===== src/rtl/irq_pkg.sv =====
package irq_pkg;
  localparam int REG_W = 16;
  localparam int IDX_W = 4;
  // event (latched, write-one-clear) positions: 13,12,8,5,4
  localparam logic [REG_W-1:0] EVT_MASK  = 16'h3130;
  // level positions other than debug: 10,9,3,2,1,0
  localparam logic [REG_W-1:0] LVL_MASK  = 16'h060F;
  localparam int DBG_BIT = 15;

  function automatic logic [REG_W-1:0] impl_mask(input bit dbg);
    logic [REG_W-1:0] m;
    m = EVT_MASK | LVL_MASK;
    if (dbg) m[DBG_BIT] = 1'b1;
    return m;
  endfunction

  // highest set bit wins; returns 0 when none
  function automatic logic [IDX_W-1:0] top_index(input logic [REG_W-1:0] v);
    logic [IDX_W-1:0] r;
    r = '0;
    for (int i = 0; i < REG_W; i++)
      if (v[i]) r = IDX_W'(i);
    return r;
  endfunction
endpackage


===== src/rtl/irq_event_bank.sv =====
module irq_event_bank import irq_pkg::*; #(
  parameter int W = REG_W,
  parameter logic [W-1:0] MASK = EVT_MASK
) (
  input  logic         clk,
  input  logic         rst_n,
  input  logic [W-1:0] set_i,
  input  logic [W-1:0] clr_i,
  output logic [W-1:0] pend_o
);
  for (genvar b = 0; b < W; b++) begin : g_bit
    if (MASK[b]) begin : g_flop
      logic q;
      always_ff @(posedge clk or negedge rst_n)
        if (!rst_n)        q <= 1'b0;
        else if (set_i[b]) q <= 1'b1;   // new event beats a clear
        else if (clr_i[b]) q <= 1'b0;
      assign pend_o[b] = q;
    end else begin : g_none
      assign pend_o[b] = 1'b0;
    end
  end

  // a sampled event is held
  a_r4_event_latches: assert property (@(posedge clk) disable iff (!rst_n)
    |(set_i & MASK) |=> ((pend_o & $past(set_i & MASK)) == $past(set_i & MASK)));
  // a clear without a competing event empties the bit
  a_r5_clear_takes: assert property (@(posedge clk) disable iff (!rst_n)
    |(clr_i & ~set_i & MASK) |=> ((pend_o & $past(clr_i & ~set_i & MASK)) == '0));
endmodule


===== src/rtl/irq_prio_enc.sv =====
module irq_prio_enc import irq_pkg::*; #(
  parameter int W = REG_W,
  parameter int IW = IDX_W
) (
  input  logic          clk,
  input  logic          rst_n,
  input  logic [W-1:0]  req_i,
  output logic          any_o,
  output logic [IW-1:0] idx_o
);
  assign any_o = |req_i;
  assign idx_o = top_index(req_i);

  // winner is set and nothing above it is
  a_r9_winner_is_top: assert property (@(posedge clk) disable iff (!rst_n)
    any_o |-> ((req_i >> idx_o) == W'(1)));
  a_r9_idle_zero: assert property (@(posedge clk) disable iff (!rst_n)
    !any_o |-> (idx_o == '0));
endmodule


===== src/rtl/irq_mask_unit.sv =====
module irq_mask_unit import irq_pkg::*; #(
  parameter bit DBG_PRESENT = 1'b1
) (
  input  logic             clk,
  input  logic             rst_n,
  input  logic [REG_W-1:0] src_i,
  input  logic             dbg_unmask,
  input  logic             reg_addr,
  input  logic             wr_en,
  input  logic [REG_W-1:0] wr_data,
  output logic [REG_W-1:0] rd_data,
  output logic             irq_o,
  output logic [IDX_W-1:0] irq_vec_o
);
  localparam logic [REG_W-1:0] VALID = impl_mask(DBG_PRESENT);
  localparam logic [REG_W-1:0] LIVE  = VALID & ~EVT_MASK;

  logic [REG_W-1:0] en_q, pend_evt, status, req;
  logic             wr_enable, wr_status;

  assign wr_enable = wr_en && !reg_addr;
  assign wr_status = wr_en &&  reg_addr;

  always_ff @(posedge clk or negedge rst_n)
    if (!rst_n)         en_q <= '0;
    else if (wr_enable) en_q <= wr_data & VALID;

  irq_event_bank #(.W(REG_W), .MASK(EVT_MASK)) u_evt (
    .clk(clk), .rst_n(rst_n),
    .set_i (src_i & EVT_MASK),
    .clr_i (wr_status ? (wr_data & EVT_MASK) : '0),
    .pend_o(pend_evt)
  );

  assign status = (src_i & LIVE) | pend_evt;

  always_comb begin
    req = status & en_q;
    if (DBG_PRESENT && dbg_unmask) req[DBG_BIT] = status[DBG_BIT];
  end

  irq_prio_enc #(.W(REG_W), .IW(IDX_W)) u_prio (
    .clk(clk), .rst_n(rst_n), .req_i(req),
    .any_o(irq_o), .idx_o(irq_vec_o)
  );

  assign rd_data = reg_addr ? status : en_q;

  // reserved positions never read back as 1
  a_r1_reserved_zero: assert property (@(posedge clk) disable iff (!rst_n)
    (rd_data & ~VALID) == '0);
  // enable write lands
  a_r2_enable_store: assert property (@(posedge clk) disable iff (!rst_n)
    (wr_en && !reg_addr) |=> (en_q == $past(wr_data & VALID)));
  // level bits track the live input
  a_r3_level_live: assert property (@(posedge clk) disable iff (!rst_n)
    reg_addr |-> ((rd_data & LIVE) == (src_i & LIVE)));
  // unmaskable debug source wins outright
  a_r8_dbg_unmask: assert property (@(posedge clk) disable iff (!rst_n)
    (DBG_PRESENT && dbg_unmask && src_i[DBG_BIT]) |-> (irq_o && irq_vec_o == IDX_W'(DBG_BIT)));
endmodule


===== config.mk =====
export PLATFORM = sky130hd
export DESIGN_NAME = irq_mask_unit
export DESIGN_NICKNAME = d
export VERILOG_FILES = /design/src/rtl/irq_pkg.sv /design/src/rtl/irq_event_bank.sv /design/src/rtl/irq_prio_enc.sv /design/src/rtl/irq_mask_unit.sv
export SDC_FILE = /design/constraint.sdc
export NUM_CORES = 1
export LEC_CHECK = 0
export ABC_AREA = 1
export ABC_CLOCK_PERIOD_IN_PS = 2200
export CORE_ASPECT_RATIO = 0.9
export CORE_UTILIZATION = 40
export CTS_CLUSTER_DIAMETER = 100
export DETAILED_ROUTE_END_ITERATION = 10
export HOLD_SLACK_MARGIN = 0.1
export PLACE_DENSITY = 0.87
export SYNTH_ARGS = -nofsm -noshare
export SYNTH_HDL_FRONTEND = slang
export SYNTH_SLANG_ARGS = --single-unit

===== constraint.sdc =====
create_clock -name clk -period 2.2 [get_ports clk]
set_input_delay 0.22 -clock clk [delete_from_list [all_inputs] [get_ports clk]]
set_output_delay 0.22 -clock clk [all_outputs]
set_load 0.03 [all_outputs]

==> flow_metrics.py, run 1 <==
metrics = {
    "run_status": {
        "outcome": "finished, final reports clean",
    },
    "yosys": {
        "yosys.area_share.adder_pct": 0,
        "synthSimpleGateAreaFrac_pct": 26.2,
        "yosysUniqueCellTypes": 20,
        "synthCells": 141,
        "synth_seq_area_share_pct": 42.3,
        "synth-compound-area-share_pct": 14.4,
        "netlist_area_um2": 1000,
        "synth_xor_area_share_pct": 0,
        "yosysTopAreaCellShare_pct": 42.3,
        "ys_warn_count": 0,
        "netlist_top_cells_area": "dfrtp_1 (42%), nand2_1 (19%), o21ai_0 (7.5%), inv_1 (6.7%), nor2_1 (3.7%)",
        "synth_top_cell_by_area": "dfrtp_1",
        "synth_top_family_by_area": "simple AND/OR/NAND/NOR gates",
        "ys_ff_latch": 17,
        "avgSynthCellArea_um2": 7.13,
        "synth_mux_area_share_pct": 4.11,
    },
    "global_route": {
        "antenna_found_initial": 0,
        "grt_max_degree": 18,
        "grtUsageTotal_pct": 20.9,
        "grt_first_pass_wirelength_um": 4090,
        "grt_pass1_vias": 983,
        "gr-total-overflow": 0,
    },
    "critical_path": {
        "crit_top_cell": "nand2_1",
        "crit_start": "en_q[8]$_DFFE_PN0P_",
        "slowest_stage": "clkdlybuf4s50_1",
        "end_kind": "primary output",
        "cp.arrival_ns": 1.82,
        "timing.critical_path.required_ns": 1.98,
        "r2r-start": "en_q[15]$_DFFE_PN0P_",
        "cpPeakStageDelay_ns": 0.69,
        "path_cells": "nand2_1 -> and3_1 -> nand2_1 -> nand2_1 -> clkdlybuf4s50_1",
        "cp-start-kind": "register",
        "worstSetupPathType": "reg -> out",
        "cp_max_fo": 3,
    },
    "detailed_routing": {
        "drc_errors": 0,
        "num_vias": 1050,
        "first_pass_iters": 4,
        "drt_iter0_markers": 21,
        "ant_nets": 0,
        "wirelength_um": 2630,
        "via_per_inst": 4.88,
        "wl_per_cell_um": 12.2,
    },
    "clocking": {
        "cts.reportedPaths.clkPinSlew_ns": 0.12,
        "cts.path.max_buffers": 2,
        "cts_setup_buffers": 0,
        "root_buffer": "clkbuf_4",
        "clock_latency_ns": 0.29,
        "cts_made_buffers": 3,
        "cts_tree": "done",
        "htreeDepth": 1,
        "clock_sinks": 17,
    },
    "flow_run": {
        "cap_violations": 0,
    },
    "power": {
        "seqPwrFrac_pct": 41.0,
        "p_leak_nw": 0.799,
        "intPower_uw": 569,
        "switching_share_pct": 36.9,
        "peakVddDrop_uv": 559,
        "power.density_nw_per_um2": 605,
        "clkPwrFrac_pct": 19.7,
        "p_sw_uw": 332,
        "combPwrFrac_pct": 39.3,
    },
    "placement": {
        "place_area_um2": 1460,
        "hpwl_um": 2030,
        "routabilityCongestion": 0.778,
        "port_buffers": 45,
        "dp_cells": 211,
    },
    "floorplanning": {
        "fp.dieArea_um2": 2720,
        "core.rowCount": 16,
        "start_util_pct": 44.0,
        "chipWidth_um": 54.8,
        "die_y_um": 49.5,
        "core_area_um2": 2280,
        "num_io_pins": 58,
    },
    "timing": {
        "fin_crit_ns": 2.04,
        "slew_headroom_pct": 49.0,
        "setup_viol": 0,
        "worstMarginPinSlew_ns": 0.763,
        "rsz0062_at_grt": "no",
        "fmax_ghz": 0.491,
        "period_share_pct": 92.6,
        "slew_viol_final": 0,
        "finalSetupTns_ns": 0,
        "final_hold_viol_count": 0,
        "fin_skew_ns": 0,
    },
    "layout": {
        "final_cells": 215,
        "final_nets": 226,
        "post-route-util_pct": 65.2,
        "fill_cells": 204,
        "num_antenna_cells": 0,
        "drive_gt1_share_pct": 9.04,
        "multi_input_area_um2": 464,
        "layout.cells.most_common_list": "nand2_1 (52), clkdlybuf4s50_1 (37), inv_1 (18)",
        "final_common_cell": "nand2_1",
        "seqCellArea_um2": 425,
        "area_delta_synth_final_pct": 48.2,
        "design_area_um2": 1490,
    },
    "min_path": {
        "holdCritPathClass": "in -> async",
    },
}
## what timing repair did
action / in CTS / in global routing
hold buffers: 0 / 0
gates resized for setup: 1 / 3
setup endpoints to repair: 1 / 2
## metrics by stage
step           hold WS [ns]  setup slack (ns)  power (mW)
2_1_floorplan       -0.0756             0.871       0.579
3_3_place_gp          0.489             0.115       0.717
3_5_place_dp          0.507             0.107       0.728
4_1_cts               0.379            0.0592       0.902
5_1_grt               0.420            0.0759       0.952
6_report              0.361             0.163       0.901
## state kept, by name (all words and copies together) (netlist names)
register,cells
u_evt.g_bit.g_flop.q,5
en_q,12
## final cells by class
cell class,instances,area share (%)
Inverter,19,4.79
Sequential cell,17,28.6
Tap cell,27,2.27
Timing Repair Buffer,48,31.2
Clock buffer,3,1.51
Multi-Input combinational cell,100,31.2
Clock inverter,1,0.504
## layer usage
| metal | vias to the layer above | part of all wire [%] | track usage (%) |
|---|---|---|---|
| met2 | 54 | 50 | 37.3 |
| met5 | - | 0 | 0 |
| met1 | 472 | 42 | 25.8 |
| met4 | 0 | 0 | 2.56 |
| met3 | 0 | 7.7 | 3.70 |
| li1 | 524 | - | - |
## worst paths after layout
kind | to | slack [ns] | cells past startpoint
max in group asynchronous | en_q[9]$_DFFE_PN0P_ | 1.36 | 1
min reg2reg | en_q[4]$_DFFE_PN0P_ | 0.53 | 2
max reg2reg | en_q[15]$_DFFE_PN0P_ | 1.39 | 1
min in group clk | u_evt.g_bit[5].g_flop.q$_DFFE_PN0P_ | 0.49 | 2
max | irq_vec_o[2] | 0.16 | 5
min | en_q[5]$_DFFE_PN0P_ | 0.36 | 1
## synthesized netlist by cell type, drive strengths merged
cell type / n
a211oi: 1
a21oi: 5
and3: 1
buf: 7
clkbuf: 1
conb: 1
dfrtp: 17
inv: 19
mux2: 3
nand2: 53
nand3: 1
nand4: 2
nor2: 10
o21ai: 15
o21bai: 5
## worst max-delay path, delay by kind of cell, from the launching register on
kind | cells | cell delay (ns)
flip-flops | 1 | 0.41
AND/OR/NAND/NOR | 4 | 0.43
buffers and inverters | 1 | 0.69
## cells by family (layout without fill, tap and decap cells)
family / count (synthesis) / after routing
mux: 3 / 3
compound gates: 26 / 26
buf+inv: 27 / 71
other cells: 1 / 4
simple gates: 67 / 67
flops: 17 / 17
## power by group through the flow
| stage | clock network, mW | registers (mW) | logic, mW |
|---|---|---|---|
| floorplan | 0 | 0.369 | 0.210 |
| global placement | 0 | 0.372 | 0.345 |
| detailed placement | 0 | 0.376 | 0.352 |
| CTS | 0.177 | 0.370 | 0.355 |
| global route | 0.194 | 0.376 | 0.382 |
| finish | 0.177 | 0.370 | 0.354 |
No activity file was read; power rests on OpenSTA's default activity.
==> run 2: changes to the inputs <==
CORE_MARGIN = 3   (was not set)
CORE_UTILIZATION = 42   (was 40)
HOLD_SLACK_MARGIN = not set   (was 0.1)
PLACE_DENSITY = 0.82   (was 0.87)
SYNTH_HIERARCHICAL = 1   (was not set)
==> run 2 against run 1 <==
  * Sequential power is essentially flat
  * First-iteration DRC count grew to 3.9 times the previous value
  * Total power grew 0.20%
  * Clock power is essentially flat
  * Global-route usage shrank 4.8 points
  * Via count grew 25%
  * Routed wire length grew 13%
  * Sequential cell count is the same
  * Highest routed layer is now met4
==> flow_metrics.py, run 2 <==
metrics = {
    "clocking": {
        "clock_latency_ns": 0.30,
        "cts_tree": "done",
        "cts.path.max_buffers": 2,
        "cts_setup_buffers": 0,
        "clock_sinks": 17,
        "cts.hold.buffers_added": 0,
        "htreeDepth": 1,
        "root_buffer": "clkbuf_4",
        "cts_made_buffers": 3,
        "cts.reportedPaths.clkPinSlew_ns": 0.11,
    },
    "layout": {
        "largest_register_ff_count": 12,
        "final_nets": 303,
        "area_delta_synth_final_pct": 28.8,
        "final_common_cell": "nand2_1",
        "num_antenna_cells": 0,
        "post-route-util_pct": 57.0,
        "top_register": "en_q",
        "drive_gt1_share_pct": 9.43,
        "top_regs": "en_q (12), u_evt/g_bit.g_flop.q (5)",
        "design_area_um2": 1760,
        "layout.cells.most_common_list": "nand2_1 (90), inv_1 (38), clkdlybuf4s50_1 (28)",
        "final_cells": 307,
    },
    "global_route": {
        "grt_first_pass_wirelength_um": 4900,
        "antenna_found_initial": 0,
        "grtUsageTotal_pct": 16.1,
        "grt_max_degree": 26,
        "grt_pass1_vias": 1173,
        "gr-total-overflow": 0,
    },
    "power": {
        "p_total_uw": 902,
        "power.density_nw_per_um2": 512,
        "peakVddDrop_uv": 236,
        "p_leak_nw": 1.02,
    },
    "critical_path": {
        "cp-start-kind": "register",
        "r2r-start": "u_evt/g_bit[8].g_flop.q$_DFFE_PN0P_",
        "cp_max_fo": 3,
        "crit_start": "u_evt/g_bit[5].g_flop.q$_DFFE_PN0P_",
        "critPathBufInv": 2,
        "critPathTopFamily": "simple AND/OR/NAND/NOR gates",
        "slowest_stage": "dfrtp_1",
        "cp.depth": 10,
        "timing.critical_path.required_ns": 1.98,
        "cp.arrival_ns": 1.72,
        "worstSetupPathType": "reg -> out",
        "r2r_slack_ns": 1.56,
        "r2r-end": "u_evt/g_bit[8].g_flop.q$_DFFE_PN0P_",
        "path_cells": "nand2_1 -> inv_1 -> nor2_1 -> o21ai_0 -> nand3_1 -> nand2_1 -> nand2_1 -> nand2_1 -> nand2_1 -> dlygate4sd2_1",
        "r2r_cells": 2,
        "cp-endpoint": "irq_vec_o[1]",
        "end_kind": "primary output",
        "cpPeakStageDelay_ns": 0.41,
        "crit_top_cell": "nand2_1",
    },
    "timing": {
        "setup_viol": 0,
        "fin_skew_ns": 0,
        "fmax_ghz": 0.516,
        "slew_headroom_pct": 47.0,
        "slew_viol_final": 0,
        "rsz0062_at_grt": "no",
        "final_hold_viol_count": 0,
        "period_share_pct": 88.1,
        "whs_ns": 0.365,
        "worstMarginPinSlew_ns": 0.793,
        "finalSetupTns_ns": 0,
        "setup_ws_ns": 0.261,
        "fin_crit_ns": 1.94,
    },
    "floorplanning": {
        "core.rowCount": 19,
        "die_y_um": 60.2,
        "num_io_pins": 58,
        "core_area_um2": 3090,
        "start_util_pct": 44.3,
        "fp.dieArea_um2": 3980,
        "chipWidth_um": 66.2,
    },
    "yosys": {
        "avgSynthCellArea_um2": 6.19,
        "netlist_top_cells_area": "dfrtp_1 (31%), nand2_1 (25%), buf_4 (10%), inv_1 (10%), nand3_1 (5.5%)",
        "yosysTopAreaCellShare_pct": 31.1,
        "synth-main-ff-cell": "dfrtp_1",
        "synth_seq_area_share_pct": 31.1,
        "synthCells": 221,
        "yosys-top-cells-count": "nand2_1 (90), inv_1 (38), buf_4 (19), dfrtp_1 (17), nand3_1 (15)",
        "netlist_area_um2": 1370,
        "yosysUniqueCellTypes": 17,
        "ys_ff_latch": 17,
        "synth_most_common_cell": "nand2_1",
        "synth-edff-count": 0,
        "ys_warn_count": 6,
        "synth_top_cell_by_area": "dfrtp_1",
        "async_reset_ff_share_pct": 100,
    },
    "placement": {
        "routabilityCongestion": 0.791,
        "place_area_um2": 1730,
        "port_buffers": 45,
        "hpwl_um": 2200,
        "post-place-ws_ns": 0.0752,
        "dp_cells": 303,
    },
    "run_status": {
        "outcome": "finished, final reports clean",
    },
    "detailed_routing": {
        "first_pass_iters": 4,
        "via_per_inst": 4.27,
        "drc_errors": 0,
        "wirelength_um": 2960,
        "wl_per_cell_um": 9.64,
        "num_vias": 1310,
        "ant_nets": 0,
        "drt_iter0_markers": 82,
    },
    "flow_run": {
        "cap_violations": 0,
    },
    "min_path": {
        "holdCritPathClass": "in -> async",
    },
}
[run 2: cell families (layout without fill, tap and decap cells)]
group	Yosys count	in the layout	synth area share, %
AOI/OAI and AO/OA	15	15	6.76
and+or+nand+nor	124	124	36.7
buffers and inverters	63	92	25.0
other	2	17	0.549
DFF	17	17	31.1
[run 2: worst reg2reg max path, cell delays in order (launching register included)]
cell	delay (ns)
dfrtp_1	0.42
nand2_1	0.08
nand2_1	0.05
[run 2: report_power, final]
group / internal [mW] / switching (mW)
logic: 0.147 / 0.206
clock network: 0.0707 / 0.108
registers: 0.345 / 0.0255
[run 2: worst min-delay path by stage]
stage                             start                              endpoint  slack, ns  depth (start not counted)
floorplan                         rst_n                   en_q[0]$_DFFE_PN0P_      -0.08                          0
global placement    en_q[4]$_DFFE_PN0P_                   en_q[4]$_DFFE_PN0P_       0.48                          2
detailed placement  en_q[1]$_DFFE_PN0P_                   en_q[1]$_DFFE_PN0P_       0.49                          2
CTS                               rst_n  u_evt/g_bit[13].g_flop.q$_DFFE_PN0P_       0.40                          1
global route                   src_i[4]   u_evt/g_bit[4].g_flop.q$_DFFE_PN0P_       0.43                          3
finish                            rst_n  u_evt/g_bit[13].g_flop.q$_DFFE_PN0P_       0.36                          1
[run 2: cell type report]
cell class | instances | area, um2
clock buffers | 4 | 26.3
fillers | 340 | 1330
flip-flops and latches | 17 | 425
well taps | 42 | 52.6
inverters | 41 | 161
multi-input cells | 156 | 658
repair buffers | 47 | 439
[run 2: routing by layer]
metal	share of wire [%]	global-route usage (%)	routed length, um	up-vias
met5	0	0	0	-
met4	1.6	6.96	47	0
met3	6.4	2.82	190	4
met2	46	26.6	1360	34
met1	46	20.6	1360	566
li1	-	-	-	706
[run 2: repair_timing]
action	in CTS	in global routing
endpoints found under the setup margin	1	3
gates resized for setup	1	3
hold endpoints to repair	0	0
